[src/rtl/swb_slot_pkg.sv]
package swb_slot_pkg;

  typedef enum logic [2:0] {
    SLOT_IDLE,
    SLOT_WSAMP,
    SLOT_RDRIVE,
    SLOT_PWAIT,
    SLOT_PLOW
  } slot_state_e;

  function automatic int max_of(input int a, input int b);
    return (a > b) ? a : b;
  endfunction

endpackage

[src/rtl/swb_us_tick.sv]
module swb_us_tick #(
  parameter int DIV = 50
) (
  input  logic clk,
  input  logic rst,
  output logic tick
);
  localparam int CW = (DIV > 2) ? $clog2(DIV) : 1;
  localparam logic [CW-1:0] LAST = CW'(DIV - 1);

  logic [CW-1:0] cnt_q;

  assign tick = (cnt_q == LAST);

  always_ff @(posedge clk) begin
    if (rst)       cnt_q <= '0;
    else if (tick) cnt_q <= '0;
    else           cnt_q <= cnt_q + CW'(1);
  end
endmodule

[src/rtl/swb_line_filter.sv]
module swb_line_filter #(
  parameter int SYNC_STAGES = 2
) (
  input  logic clk,
  input  logic rst,
  input  logic bus_in,
  input  logic fast,
  output logic line,
  output logic fall,
  output logic rise
);
  logic [SYNC_STAGES-1:0] sync_q;
  logic                   prev_q;
  logic                   line_q;
  logic                   line_d_q;
  logic                   synced;

  for (genvar g = 0; g < SYNC_STAGES; g++) begin : g_sync
    if (g == 0) begin : g_first
      always_ff @(posedge clk) begin
        if (rst) sync_q[g] <= 1'b1;
        else     sync_q[g] <= bus_in;
      end
    end else begin : g_next
      always_ff @(posedge clk) begin
        if (rst) sync_q[g] <= 1'b1;
        else     sync_q[g] <= sync_q[g-1];
      end
    end
  end

  assign synced = sync_q[SYNC_STAGES-1];

  // High is taken at once; low needs two samples unless running fast.
  always_ff @(posedge clk) begin
    if (rst) begin
      prev_q   <= 1'b1;
      line_q   <= 1'b1;
      line_d_q <= 1'b1;
    end else begin
      prev_q   <= synced;
      line_q   <= synced | (~fast & prev_q & line_q);
      line_d_q <= line_q;
    end
  end

  assign line = line_q;
  assign fall = line_d_q & ~line_q;
  assign rise = ~line_d_q & line_q;
endmodule

[src/rtl/swb_len_meter.sv]
module swb_len_meter #(
  parameter int LO_SAT = 440,
  parameter int HI_SAT = 5,
  localparam int LOW_W = $clog2(LO_SAT + 2),
  localparam int HIW_W = $clog2(HI_SAT + 2)
) (
  input  logic             clk,
  input  logic             rst,
  input  logic             line,
  input  logic             fall,
  input  logic             rise,
  input  logic             tick,
  output logic [LOW_W-1:0] lo_cnt,
  output logic [HIW_W-1:0] hi_cnt
);
  localparam logic [LOW_W-1:0] LO_TOP = LOW_W'(LO_SAT);
  localparam logic [HIW_W-1:0] HI_TOP = HIW_W'(HI_SAT);

  logic [LOW_W-1:0] lo_q;
  logic [HIW_W-1:0] hi_q;

  always_ff @(posedge clk) begin
    if (rst) begin
      lo_q <= '0;
      hi_q <= HI_TOP;
    end else begin
      if (fall)
        lo_q <= '0;
      else if (!line && tick && lo_q != LO_TOP)
        lo_q <= lo_q + LOW_W'(1);

      if (rise)
        hi_q <= '0;
      else if (line && tick && hi_q != HI_TOP)
        hi_q <= hi_q + HIW_W'(1);
    end
  end

  assign lo_cnt = lo_q;
  assign hi_cnt = hi_q;
endmodule

[src/rtl/swb_slot_engine.sv]
module swb_slot_engine
  import swb_slot_pkg::*;
#(
  parameter int CLKS_PER_US  = 50,
  parameter int SYNC_STAGES  = 2,
  parameter int RST_STD_US   = 440,
  parameter int RST_OD_US    = 40,
  parameter int OD_KEEP_US   = 80,
  parameter int SAMP_STD_US  = 30,
  parameter int SAMP_OD_US   = 3,
  parameter int RHOLD_STD_US = 45,
  parameter int RHOLD_OD_US  = 5,
  parameter int PDH_STD_US   = 30,
  parameter int PDH_OD_US    = 3,
  parameter int PDL_STD_US   = 120,
  parameter int PDL_OD_US    = 12,
  parameter int HOLDOFF_US   = 5
) (
  input  logic clk,
  input  logic rst,
  input  logic bus_in,
  input  logic od_set,
  input  logic tx_valid,
  input  logic tx_bit,
  output logic bus_pull,
  output logic rx_stb,
  output logic rx_bit,
  output logic tx_stb,
  output logic rst_stb,
  output logic od_mode
);
  localparam int TMAX  = max_of(max_of(max_of(SAMP_STD_US, SAMP_OD_US), max_of(RHOLD_STD_US, RHOLD_OD_US)),
                                max_of(max_of(PDH_STD_US, PDH_OD_US), max_of(PDL_STD_US, PDL_OD_US)));
  localparam int TW    = $clog2(TMAX + 2);
  localparam int LOW_W = $clog2(RST_STD_US + 2);
  localparam int HIW_W = $clog2(HOLDOFF_US + 2);

  localparam logic [LOW_W-1:0] LIM_RST_STD = LOW_W'(RST_STD_US);
  localparam logic [LOW_W-1:0] LIM_RST_OD  = LOW_W'(RST_OD_US);
  localparam logic [LOW_W-1:0] LIM_OD_KEEP = LOW_W'(OD_KEEP_US);
  localparam logic [HIW_W-1:0] LIM_HOLD    = HIW_W'(HOLDOFF_US);

  logic             tick;
  logic             line, fall, rise;
  logic [LOW_W-1:0] lo_cnt;
  logic [HIW_W-1:0] hi_cnt;

  slot_state_e      st_q;
  logic [TW-1:0]    tmr_q;
  logic [TW-1:0]    cur_lim;
  logic             tmr_hit;
  logic             rst_hit;
  logic             in_hold;
  logic             od_q, pull_q;
  logic             rx_stb_q, rx_bit_q, tx_stb_q, rst_stb_q;

  swb_us_tick #(.DIV(CLKS_PER_US)) u_tick (
    .clk  (clk),
    .rst  (rst),
    .tick (tick)
  );

  swb_line_filter #(.SYNC_STAGES(SYNC_STAGES)) u_filt (
    .clk    (clk),
    .rst    (rst),
    .bus_in (bus_in),
    .fast   (od_q),
    .line   (line),
    .fall   (fall),
    .rise   (rise)
  );

  swb_len_meter #(.LO_SAT(RST_STD_US), .HI_SAT(HOLDOFF_US)) u_meter (
    .clk    (clk),
    .rst    (rst),
    .line   (line),
    .fall   (fall),
    .rise   (rise),
    .tick   (tick),
    .lo_cnt (lo_cnt),
    .hi_cnt (hi_cnt)
  );

  // Phase length for the current state at the current speed.
  always_comb begin
    case (st_q)
      SLOT_WSAMP:  cur_lim = od_q ? TW'(SAMP_OD_US)  : TW'(SAMP_STD_US);
      SLOT_RDRIVE: cur_lim = od_q ? TW'(RHOLD_OD_US) : TW'(RHOLD_STD_US);
      SLOT_PWAIT:  cur_lim = od_q ? TW'(PDH_OD_US)   : TW'(PDH_STD_US);
      SLOT_PLOW:   cur_lim = od_q ? TW'(PDL_OD_US)   : TW'(PDL_STD_US);
      default:     cur_lim = TW'(1);
    endcase
  end

  assign tmr_hit = tick && ((tmr_q + TW'(1)) == cur_lim);
  assign rst_hit = rise && ((lo_cnt >= LIM_RST_STD) || (od_q && lo_cnt >= LIM_RST_OD));
  assign in_hold = !od_q && (hi_cnt < LIM_HOLD);

  always_ff @(posedge clk) begin
    if (rst) begin
      st_q      <= SLOT_IDLE;
      tmr_q     <= '0;
      od_q      <= 1'b0;
      pull_q    <= 1'b0;
      rx_stb_q  <= 1'b0;
      rx_bit_q  <= 1'b0;
      tx_stb_q  <= 1'b0;
      rst_stb_q <= 1'b0;
    end else begin
      rx_stb_q  <= 1'b0;
      tx_stb_q  <= 1'b0;
      rst_stb_q <= 1'b0;
      if (rst_hit) begin
        rst_stb_q <= 1'b1;
        od_q      <= od_q && (lo_cnt <= LIM_OD_KEEP);
        pull_q    <= 1'b0;
        st_q      <= SLOT_PWAIT;
        tmr_q     <= '0;
      end else begin
        if (od_set) od_q <= 1'b1;
        case (st_q)
          SLOT_IDLE: begin
            if (fall && !in_hold) begin
              tmr_q <= '0;
              if (tx_valid) begin
                tx_stb_q <= 1'b1;
                if (!tx_bit) begin
                  pull_q <= 1'b1;
                  st_q   <= SLOT_RDRIVE;
                end
              end else begin
                st_q <= SLOT_WSAMP;
              end
            end
          end
          default: begin
            if (tmr_hit) begin
              tmr_q <= '0;
              case (st_q)
                SLOT_WSAMP: begin
                  rx_stb_q <= 1'b1;
                  rx_bit_q <= line;
                  st_q     <= SLOT_IDLE;
                end
                SLOT_PWAIT: begin
                  pull_q <= 1'b1;
                  st_q   <= SLOT_PLOW;
                end
                default: begin
                  pull_q <= 1'b0;
                  st_q   <= SLOT_IDLE;
                end
              endcase
            end else if (tick) begin
              tmr_q <= tmr_q + TW'(1);
            end
          end
        endcase
      end
    end
  end

  assign bus_pull = pull_q;
  assign rx_stb   = rx_stb_q;
  assign rx_bit   = rx_bit_q;
  assign tx_stb   = tx_stb_q;
  assign rst_stb  = rst_stb_q;
  assign od_mode  = od_q;
endmodule

[config.mk]
export PLATFORM = sky130hd
export DESIGN_NAME = swb_slot_engine
export DESIGN_NICKNAME = d
export VERILOG_FILES = /design/src/rtl/swb_slot_pkg.sv /design/src/rtl/swb_us_tick.sv /design/src/rtl/swb_line_filter.sv /design/src/rtl/swb_len_meter.sv /design/src/rtl/swb_slot_engine.sv
export SDC_FILE = /design/constraint.sdc
export NUM_CORES = 1
export LEC_CHECK = 0
export BUFFER_PORTS_ARGS = -buffer_cell sky130_fd_sc_hd__buf_2
export CORE_AREA = 2 2 64 81
export CTS_CLUSTER_SIZE = 8
export DETAILED_ROUTE_END_ITERATION = 7
export DIE_AREA = 0 0 66 83
export GPL_ROUTABILITY_DRIVEN = 1
export PLACE_DENSITY_LB_ADDON = 0.08
export REMOVE_ABC_BUFFERS = 1
export SLEW_MARGIN = 40
export SYNTH_ARGS = -nofsm -noshare
export SYNTH_HDL_FRONTEND = slang
export SYNTH_SLANG_ARGS = --single-unit
[constraint.sdc]
create_clock -name clk -period 2.3 [get_ports clk]
set_clock_uncertainty 0.15 [all_clocks]
set_input_delay 0.69 -clock clk [delete_from_list [all_inputs] [get_ports clk]]
set_output_delay 0.69 -clock clk [all_outputs]
set_load 0.01 [all_outputs]
# Yosys cells after proc, flatten, opt, wreduce, memory -nomap -nowiden
# Cells that the tools add are included.
# op_classes
addsub	4
mul	0
div_mod_pow	0
n_lt_le_gt_ge	4
eq_ne	15
shift	0
muxes	28
bitwise	12
reduce_logical	32
# ops
operator	count
7-bit 2-to-1 mux	5
3-bit 2-to-1 mux	8
7-bit case mux with 3 select lines	1
1-bit logical AND	10
1-bit 2-to-1 mux	10
2-bit OR reduction	5
9-bit by 1-bit adder with 9-bit output (second input constant)	1
9-bit by 6-bit greater-or-equal comparator with 1-bit output (second input constant)	1
9-bit greater-or-equal comparator (second input constant)	1
9-bit by 7-bit <= comparator with 1-bit output (second input constant)	1
3-bit != test (second input constant)	3
9-bit != test (second input constant)	1
2-bit != test (second input constant)	4
4-bit OR reduction	2
7-bit by 1-bit adder with 7-bit output (second input constant)	1
7-bit equality test	1
1-bit NOT	7
6-bit by 1-bit adder with 6-bit output (second input constant)	1
3-bit by 2-bit equality test with 1-bit output (second input constant)	2
6-bit equality test (second input constant)	1
6-bit 2-to-1 mux	1
3-bit AND reduction	2
2-bit nonzero test	3
3-bit nonzero test	2
16 further kinds	21
# word_totals
register_bits	39
latchBits	0
mem_bits_rw	0
romBits	0
input_bits	6
out_inout_bits	6
wordCells	113
mem_count	0

# Logic depth before layout (Yosys ltp)
# Gate-level depths: netlist of run 1.
# depth
depth_word	8
ltp_mapped	10
mapped_depth_nobuf	9

# Modules after synthesis
# Synthesis of run 1 repeated with hierarchy kept, for this count alone.
# unflattened
cells_unflattened	250
hier_area_um2	2189.6
# by_module_without_submodules
mod	n_inst	cells_each	area_per_inst_um2
swb_slot_engine	1	142	1162.4
swb_len_meter	1	68	619.3
swb_us_tick	1	27	255.2
swb_line_filter	1	13	152.6

# Worst setup path before layout of run 1
# No wires, ideal clock.
# synth_path
path_kind	reg2reg
from	register tmr_q[0]
to	register tmr_q[1]
setup_time_ps	129
t_arrival_ps	1983
required_ps	2021
slack_ps	38
path_stages_with_launch	11
path_buffers	1
period_less_slack_ps	2262
path_cell_list	dfxtp_1 ha_1 and3_1 nand3_1 xnor2_1 nor4b_4 o211ai_4 and2_4 buf_6 a22oi_1 nor2_1
# synth_between
elab_chain_len	5
word_cells_on_any_way	8
cone_classes	1 x add/sub; 1 x eq/ne; 3 x mux; 3 x reduce/logical
# synth_lines
item	line	rtl
start, declared	swb_slot_engine.sv:49	logic [TW-1:0] tmr_q;
start signal, assigned	swb_slot_engine.sv:155	tmr_q <= tmr_q + TW'(1);
7-bit by 1-bit adder with 7-bit output (*)	swb_slot_engine.sv:95, swb_slot_engine.sv:155	
7-bit equality test	swb_slot_engine.sv:95	assign tmr_hit = tick && ((tmr_q + TW'(1)) == cur_lim);
1-bit logical AND	swb_slot_engine.sv:95	
3-bit nonzero test (no source line) or 7-bit 2-to-1 mux (tied branches)	-	
2-bit AND reduction (no source line) or 7-bit 2-to-1 mux (tied branches)	-	
# Mark *: on every way between the ends. The rest lies on a longest branch, timed or not. The select of a mux whose other input is x is not followed.
# A chain may end at the register's enable or synchronous reset.

# Worst setup path after layout of run 1
# layout_path
from	register tmr_q[0]
to	register pull_q, in the netlist bus_pull
# layout_between
elab_chain_len	5
# layout_lines
item	line	rtl
7-bit by 1-bit adder with 7-bit output	swb_slot_engine.sv:95	
7-bit equality test	swb_slot_engine.sv:95	
1-bit logical AND	swb_slot_engine.sv:95	
2-bit nonzero test (no source line)	-	
5-bit AND reduction (no source line)	-	
end signal, assigned	swb_slot_engine.sv:104	pull_q <= 1'b0;
end signal, assigned	swb_slot_engine.sv:116	pull_q <= 1'b0;
end signal, assigned	swb_slot_engine.sv:128	pull_q <= 1'b1;
end, declared	swb_slot_engine.sv:54	logic od_q, pull_q;
# Every way passes these cells.

==> flow_summary.json, run 1 <==
{
  "die_h_um": 83,
  "ys_seq_area_share_pct": 37.8,
  "track_usage_pct": 17.2,
  "yosys_register_bits": 39,
  "die_w_um": 66,
  "utilization_pct": 51.8,
  "crit_arrival_ns": 2.22,
  "tightest_slew_ns": 0.470,
  "design.core.area_um2": 4690,
  "vdd_ir_drop_max_v": 0.000356,
  "port_buffers": 11,
  "overflow": 0,
  "cp_slowest_cell": "or3_1",
  "powerDensity_nw_per_um2": 478,
  "min_period_ns": 2.20,
  "num-nets-final": 282,
  "max_cap_viol_count": 0,
  "critical_path_buf_inv_count": 1,
  "clockBufferDepth": 2,
  "synthDistinctLibCells": 55,
  "grt_max_degree": 11,
  "slew_viol_final": 0,
  "synth_top_family_by_area": "simple AND/OR/NAND/NOR gates",
  "cp_cell_sequence": "buf_4 > or3_1 > a211oi_2 > and4_1 > o211ai_4 > o22ai_2 > mux2i_1 > a311oi_2",
  "routabilityCongestion": 0.791,
  "crit_family": "simple AND/OR/NAND/NOR gates",
  "critical_path_required_ns": 2.32,
  "cts_tree": "built",
  "place_area_um2": 2280,
  "grt_pass1_vias": 1647,
  "slew_headroom_pct": 68.5,
  "drc": 0,
  "comb_power_share_pct": 5.2,
  "num_vias": 1672,
  "drive_gt1_share_pct": 23.1,
  "setup_viol": 0,
  "antenna_found_initial": 0,
  "fmax_mhz": 455,
  "start_kind": "flop",
  "status": "finished, final reports clean",
  "ant_nets": 0,
  "n_antenna_cell": 0,
  "final_cell_mix": "nor2_1, dfxtp_1, nand2_1",
  "drt_wl_total_mm": 4.29,
  "r2r_slack_ns": 0.10,
  "synth-xor-area-share_pct": 7.63,
  "power.net_switching_uw": 252,
  "clock_sinks": 39,
  "synth_cells": 242,
  "clockRootBuffer": "clkbuf_8",
  "async_flop_share_pct": 0,
  "num_rows": 28,
  "critical-path-max-stage-delay_ns": 0.38,
  "hold_path.class": "flop to flop",
  "setup_ws_ns": 0.102,
  "finalHoldViolations": 0,
  "clkPwrFrac_pct": 35.5,
  "grt_pass1_wl_mm": 7.40,
  "place_ws_ns": 0.0203,
  "drtPass1Iterations": 4,
  "synthAdderAreaFrac_pct": 4.24,
  "p_int_uw": 910,
  "drtIter0Drc": 51,
  "cts_htree_levels": 2,
  "final_common_cell": "nor2_1",
  "vias_per_cell": 5.10,
  "dieArea_um2": 5480,
  "yosys.area_share.simple_pct": 28.4,
  "critical_path.max_fanout": 5,
  "ys_warn_count": 0,
  "n_fill_cell": 458,
  "syn_to_final_growth_pct": 17.8,
  "fin_hold_ws_ns": 0.271,
  "p_total_mw": 1.16,
  "synth_compound_area_share_pct": 14.8,
  "critPathKind": "flop to flop",
  "cts_setup_buffers": 0,
  "hold_buffers": 0,
  "clkTransAtPathRegs_ns": 0.07,
  "start_util_pct": 44.0,
  "synth_area_um2": 2070,
  "avgSynthCellArea_um2": 8.54,
  "ff_latch_area_um2": 791,
  "clock_latency_ns": 0.29,
  "sw_frac_of_total_pct": 21.7,
  "numCtsBuffers": 5,
  "multi_input_area_um2": 1270,
  "post_drt_wl_per_cell_um": 13.1,
  "pwr-share-seq_pct": 59.2,
  "hpwlAfterDp_mm": 3.16,
  "post-route-cell-area_um2": 2430,
  "synth-edff-count": 0,
  "ys.flop_type": "dfxtp_1",
  "p_leak_nw": 0.960,
  "endpoint_kind": "flop",
  "ioPinCount": 12,
  "period_share_pct": 95.6,
  "muxShareOfSynthArea_pct": 2.97
}
per-stage QoR:
| step | instances | setup TNS (ns) |
|---|---|---|
| final | 328 | 0 |
| after CTS | 328 | 0 |
| after floorplan | 234 | 0 |
| after global routing | 328 | -0.000843 |
| after global placement | 322 | -0.0132 |
| after detailed placement | 322 | 0 |
state kept, by name (all words and copies together) (netlist names):
register,cells
u_filt.prev_q,1
bus_pull,1
u_meter.lo_cnt,9
rx_stb,1
u_filt.synced,1
u_tick.cnt_q,6
st_q,3
u_filt.line,1
od_mode,1
u_meter.hi_cnt,3
rst_stb,1
u_filt.sync_q,1
rx_bit,1
tx_stb,1
tmr_q,7
u_filt.line_d_q,1
power by group through the flow:
| stage | clock network, mW | registers (mW) | logic [mW] |
|---|---|---|---|
| 6_report | 0.413 | 0.688 | 0.0610 |
| 5_1_grt | 0.464 | 0.689 | 0.0693 |
| 4_1_cts | 0.439 | 0.691 | 0.0624 |
| 3_5_place_dp | 0 | 0.706 | 0.0619 |
| 3_3_place_gp | 0 | 0.706 | 0.0624 |
| 2_1_floorplan | 0 | 0.708 | 0.0297 |
synth_stat cells, drive strengths merged, types with 3 or more instances:
library cell  number  area (um^2)
inv               10         37.5
o211ai             3         41.3
and3               4         25.0
a21oi              9         48.8
nand4              3         18.8
or2                6         37.5
nor2              39          146
dfxtp             39          781
xnor2              7         61.3
ha                 7         87.6
nand2b             8         50.1
o21ai             13         65.1
nand3              9         50.1
nor2b              3         18.8
nand2             23         86.3
xor2              11         96.3
nor3               5         46.3
mux2i              5         50.1
a31oi              3         18.8
buf                6         40.0
logic make-up (layout without fill, tap and decap cells):
logic type / Yosys count / count (layout)
DFF: 39 / 39
AOI/OAI and AO/OA: 43 / 43
xor gates and xnor gates: 18 / 18
buffers and inverters: 18 / 44
adders and majority gates: 7 / 7
muxes: 6 / 6
and+or+nand+nor: 111 / 111
final cells by class:
cell class	count	area share, %
multi-input combinational	185	52.4
sequential	39	32.5
timing repair buffer	28	7.51
tap	60	3.08
clock buffer	6	2.98
inverter	10	1.54
final timing paths:
kind / from / end / depth (start not counted)
setup / recovery: tmr_q[0] / bus_pull / 8
hold / removal: u_filt.sync_q[0] / u_filt.synced / 1
setup reg to reg: tmr_q[0] / bus_pull / 8
hold reg to reg: u_filt.sync_q[0] / u_filt.synced / 1
routing by layer:
layer	GRT usage, %	vias to the layer above	wire length (um)
met5	0	-	0
met4	6.12	0	72
met3	3.93	5	91
met2	28.2	14	2120
met1	21.7	781	2000
li1	-	872	-
repair_timing:
action	CTS	global route
setup endpoints to repair	0	11
endpoints found under the hold margin	0	0
gates resized for setup	0	17
No activity file was read; power rests on OpenSTA's default activity.
==> run 2, diff against run 1 <==
BUFFER_PORTS_ARGS = default   (was -buffer_cell sky130_fd_sc_hd__buf_2)
DONT_BUFFER_PORTS = 1   (was default)
==> flow_summary.json, run 2 (synthesized netlist as in run 1, its figures left out) <==
{
  "critical_path.max_fanout": 4,
  "max_cap_viol_count": 0,
  "tightest_slew_ns": 0.553,
  "drive_gt1_share_pct": 21.4,
  "clock_latency_ns": 0.29,
  "largest_register_ffs": 9,
  "fmax_mhz": 446,
  "utilization_pct": 50.9,
  "period_share_pct": 97.6,
  "place_area_um2": 2200,
  "hold_path.class": "flop to flop",
  "post_drt_wl_per_cell_um": 13.7,
  "status": "finished, final reports clean",
  "p_total_mw": 1.18,
  "clkTransAtPathRegs_ns": 0.08,
  "drtIter0Drc": 64,
  "clockRootBuffer": "clkbuf_8",
  "ant_nets": 0,
  "grt_max_degree": 18,
  "drtPass1Iterations": 4,
  "critical-path-max-stage-delay_ns": 0.38,
  "min_period_ns": 2.24,
  "vias_per_cell": 5.19,
  "rsz0062_at_grt": "true",
  "cts_tree": "built",
  "finalHoldViolations": 0,
  "design.core.area_um2": 4690,
  "endpoint_kind": "flop",
  "crit_arrival_ns": 2.27,
  "numCtsBuffers": 5,
  "routed-wl-met2_mm": 2.17,
  "layout.cells.non_filler": 317,
  "setup_viol": 0,
  "largest_registers": "u_meter.lo_cnt x9, tmr_q x7, u_tick.cnt_q x6",
  "slew_headroom_pct": 63.0,
  "ioPinCount": 12,
  "hpwlAfterDp_mm": 3.16,
  "antenna_found_initial": 0,
  "port_buffers": 0,
  "p_leak_nw": 0.911,
  "hold_buffers": 0,
  "track_usage_pct": 16.6,
  "n_antenna_cell": 0,
  "num-nets-final": 269,
  "drc": 0,
  "start_util_pct": 44.0,
  "critPathKind": "flop to flop",
  "die_w_um": 66,
  "final_common_cell": "nor2_1",
  "cp_slowest_cell": "dfxtp_4",
  "final_cell_mix": "nor2_1, dfxtp_1, nand2_1",
  "clockBufferDepth": 2,
  "num_vias": 1646,
  "powerDensity_nw_per_um2": 495,
  "syn_to_final_growth_pct": 15.6,
  "wl_met1_mm": 1.98,
  "die_h_um": 83,
  "finalSetupTns_ns": 0,
  "slew_viol_final": 0,
  "vdd_ir_drop_max_v": 0.000366,
  "top_layer_used": "met4",
  "grt_pass1_vias": 1464,
  "routed-wl-met3_um": 161,
  "critical_path_required_ns": 2.33,
  "clock_sinks": 39,
  "cts_htree_levels": 2,
  "placed_cells": 308,
  "largest_register": "u_meter.lo_cnt",
  "grt_pass1_wl_mm": 7.04,
  "drt_wl_total_mm": 4.35,
  "dieArea_um2": 5480,
  "routabilityCongestion": 0.753,
  "post-route-cell-area_um2": 2390,
  "num_rows": 28,
  "cp_cell_sequence": "ha_4 > and3_4 > nand3_4 > xnor2_2 > nor4b_4 > o211ai_4 > o22ai_2 > mux2i_2 > a311oi_2",
  "start_kind": "flop",
  "overflow": 0
}
run 2: final cells by class:
| class | instances | area [um^2] |
|---|---|---|
| fillers | 448 | 2310 |
| multi-input cells | 185 | 1290 |
| flip-flops and latches | 39 | 791 |
| repair buffers | 15 | 113 |
| well taps | 60 | 75.1 |
| clock buffers | 5 | 68.8 |
| inverters | 10 | 37.5 |
| clock inverters | 3 | 15.0 |
run 2: path summary, 6_finish.rpt:
path	startpoint	endpoint	slack [ns]	cells after the start
hold / removal	u_filt.sync_q[0]	u_filt.synced	0.27	1
hold reg to reg	u_filt.sync_q[0]	u_filt.synced	0.27	1
setup reg to reg	tmr_q[1]	bus_pull	0.06	9
setup / recovery	tmr_q[1]	bus_pull	0.06	9
run 2: routing by layer:
| layer | track usage (%) | vias to the layer above |
|---|---|---|
| met3 | 4.34 | 4 |
| met2 | 26.8 | 30 |
| met5 | 0 | - |
| li1 | - | 850 |
| met1 | 21.4 | 762 |
| met4 | 5.01 | 0 |
run 2: report_power, final:
part           total (mW)  switching, mW  leakage, nW  internal (mW)
sequential          0.688        0.00655        0.319          0.682
clock               0.447          0.240       0.0477          0.208
combinational      0.0470         0.0280        0.545         0.0190
run 2: worst max-delay path, delay by kind of cell, from the launching register on:
family          cells  cell delay, ns
mux                 1            0.26
compound gates      3            0.41
simple gates        3            0.60
xor+xnor            1            0.20
flops               1            0.38
fa+ha+maj           1            0.14
run 2: through the flow:
stage	hold WS [ns]	worst slack [ns]
CTS	0.275	0.0113
detailed placement	0.251	-0.0607
global route	0.284	-0.0129
floorplan	0.239	0.0211
finish	0.268	0.0561
global placement	0.257	0.0627
run 2: what timing repair did:
item                       4_1_cts  5_1_grt
gates resized for setup          2       18
buffers inserted                 0        1
pin swaps                        0        6
setup endpoints to repair        6       10
gates cloned                     0        0
==> run 3, diff against run 2 <==
CORE_AREA = 3 3 67 84   (was 2 2 64 81)
DIE_AREA = 0 0 70 87   (was 0 0 66 83)
RECOVER_POWER = 100   (was default)
SYNTH_HIERARCHICAL = 1   (was default)
==> flow_summary.json, run 3 <==
{
  "utilization_pct": 54.4,
  "p_leak_nw": 0.925,
  "clockBufferDepth": 2,
  "finalHoldViolations": 0,
  "ys_warn_count": 6,
  "setup_viol": 10,
  "synth_top_area_share_pct": 35.7,
  "setup_ws_ns": -0.0482,
  "ant_nets": 0,
  "drive_gt1_share_pct": 28.0,
  "reg2regPathDepth": 10,
  "die_h_um": 87,
  "critical_path.max_fanout": 7,
  "ys.flop_type": "dfxtp_1",
  "critical_path_required_ns": 2.32,
  "cp_cell_sequence": "buf_4 > nor3b_1 > or2_2 > o221a_2 > a311oi_2 > o211ai_4 > buf_4 > buf_6 > nand2_1 > a31oi_1",
  "min-delay-start": "u_filt/sync_q[0]",
  "crit_arrival_ns": 2.37,
  "syn_to_final_growth_pct": 20.1,
  "cp_slowest_cell": "dfxtp_1",
  "r2r_slack_ns": -0.05,
  "final_cell_mix": "dfxtp_1, buf_4, nor2_1",
  "timing.rr.start": "st_q[0]",
  "critical-path-max-stage-delay_ns": 0.40,
  "clock_latency_ns": 0.29,
  "n_antenna_cell": 0,
  "numCtsBuffers": 5,
  "slew_headroom_pct": 68.7,
  "drc": 0,
  "grt_max_degree": 18,
  "hold_buffers": 0,
  "hpwlAfterDp_mm": 3.48,
  "track_usage_pct": 17.3,
  "synth_area_um2": 2190,
  "max_cap_viol_count": 0,
  "ioPinCount": 12,
  "cts_htree_levels": 2,
  "num_vias": 1910,
  "synth_cells": 250,
  "crit_family": "compound AO/OA/AOI/OAI gates",
  "async_flop_share_pct": 0,
  "largest_register": "u_meter/lo_cnt",
  "fmax_mhz": 426,
  "endpoint_kind": "flop",
  "start_util_pct": 45.3,
  "rsz0062_at_grt": "true",
  "final_common_cell": "dfxtp_1",
  "avgSynthCellArea_um2": 8.76,
  "period_share_pct": 102,
  "clkTransAtPathRegs_ns": 0.08,
  "violations": "setup timing",
  "start_kind": "flop",
  "fin_hold_ws_ns": 0.265,
  "min_period_ns": 2.35,
  "synthTopCellsByCount": "dfxtp_1, nor2_1, nand2_1, xnor2_1, nand3_1",
  "ys_top_cells_by_area": "dfxtp_1, nor2_1, xnor2_1",
  "vias_per_cell": 5.52,
  "antenna_found_initial": 0,
  "dieArea_um2": 6090,
  "routabilityCongestion": 0.822,
  "yosys_register_bits": 39,
  "critical_path_buf_inv_count": 3,
  "clockRootBuffer": "clkbuf_8",
  "overflow": 0,
  "grt_pass1_vias": 1904,
  "status": "finished with violations",
  "yosys.area.top_type": "dfxtp_1",
  "critPathKind": "flop to flop",
  "timing.rr.end": "st_q[1]",
  "port_buffers": 0,
  "post_drt_wl_per_cell_um": 14.0,
  "grt_pass1_wl_mm": 8.51,
  "crit_path_frequent_cell": "buf_4",
  "cts_tree": "built",
  "tightest_slew_ns": 0.469,
  "largest_register_ffs": 9,
  "largest_registers": "u_meter/lo_cnt x9, tmr_q x7, u_tick/cnt_q x6",
  "finalSetupTns_ns": -0.271,
  "die_w_um": 70,
  "vdd_ir_drop_max_v": 0.000330,
  "whs_path_depth": 1,
  "clock_sinks": 39,
  "num-nets-final": 298,
  "slew_viol_final": 0,
  "hold_end": "u_filt/synced",
  "synthDistinctLibCells": 56,
  "ys_seq_area_share_pct": 35.7,
  "powerDensity_nw_per_um2": 486,
  "design.core.area_um2": 4830,
  "drtIter0Drc": 109,
  "num_rows": 28,
  "synth.most_common_cell": "dfxtp_1",
  "drtPass1Iterations": 6,
  "hold_path.class": "flop to flop",
  "drt_wl_total_mm": 4.84,
  "synth-edff-count": 0
}
==> run 3: final cells by class <==
cell class	instances	area, um^2
Clock inverter	1	7.51
Sequential cell	39	788
Inverter	10	37.5
Clock buffer	7	96.3
Tap cell	60	75.1
Multi-Input combinational cell	191	1340
Fill cell	465	2210
Timing Repair Buffer	38	283
==> run 3: what timing repair did <==
item	CTS	global route
pin swaps	8	3
setup buffers	2	1
setup endpoints to repair	13	13
endpoints found under the hold margin	0	0
resized for setup	11	14
==> run 3: logic make-up after synthesis <==
kind of cell / share of synthesized area [%]
AOI/OAI and AO/OA: 16.9
xor gates and xnor gates: 6.80
adders and majority gates: 4.00
buffers and inverters: 6.46
DFF: 35.7
muxes: 1.37
and+or+nand+nor: 28.9
==> run 3: per-stage QoR <==
stage	std cells	cell area [um^2]	total power, mW	setup slack (ns)
2_1_floorplan	240	2090	0.760	-0.211
3_3_place_gp	335	2420	0.786	-0.0990
3_5_place_dp	335	2420	0.785	-0.128
4_1_cts	345	2590	1.30	-0.0678
5_1_grt	346	2630	1.33	-0.148
6_report	346	2630	1.28	-0.0482
==> run 3: how the worst max path moves through the flow <==
| stage | from | endpoint | slack, ns | depth (start not counted) |
|---|---|---|---|---|
| finish | st_q[0] | st_q[1] | -0.05 | 10 |
| CTS | st_q[2] | tmr_q[1] | -0.07 | 8 |
| global placement | st_q[2] | rx_bit | -0.1 | 5 |
| global route | st_q[2] | tmr_q[1] | -0.15 | 8 |
| floorplan | od_mode | st_q[2] | -0.21 | 7 |
| detailed placement | st_q[2] | st_q[2] | -0.13 | 7 |
==> run 3: metal layers <==
metal | part of all wire [%] | global-route usage [%] | wire [um] | vias up
met3 | 3.7 | 4.39 | 180 | 13
met2 | 48 | 29.7 | 2310 | 28
met4 | 2.8 | 7.32 | 136 | 0
met5 | 0 | 0 | 0 | -
met1 | 46 | 20.4 | 2210 | 906
li1 | - | - | - | 963
==> run 3: report_power, final <==
part	switching (mW)	leakage, nW	internal (mW)
Clock	0.238	0.0505	0.273
Combinational	0.0362	0.556	0.0290
Sequential	0.0145	0.318	0.688
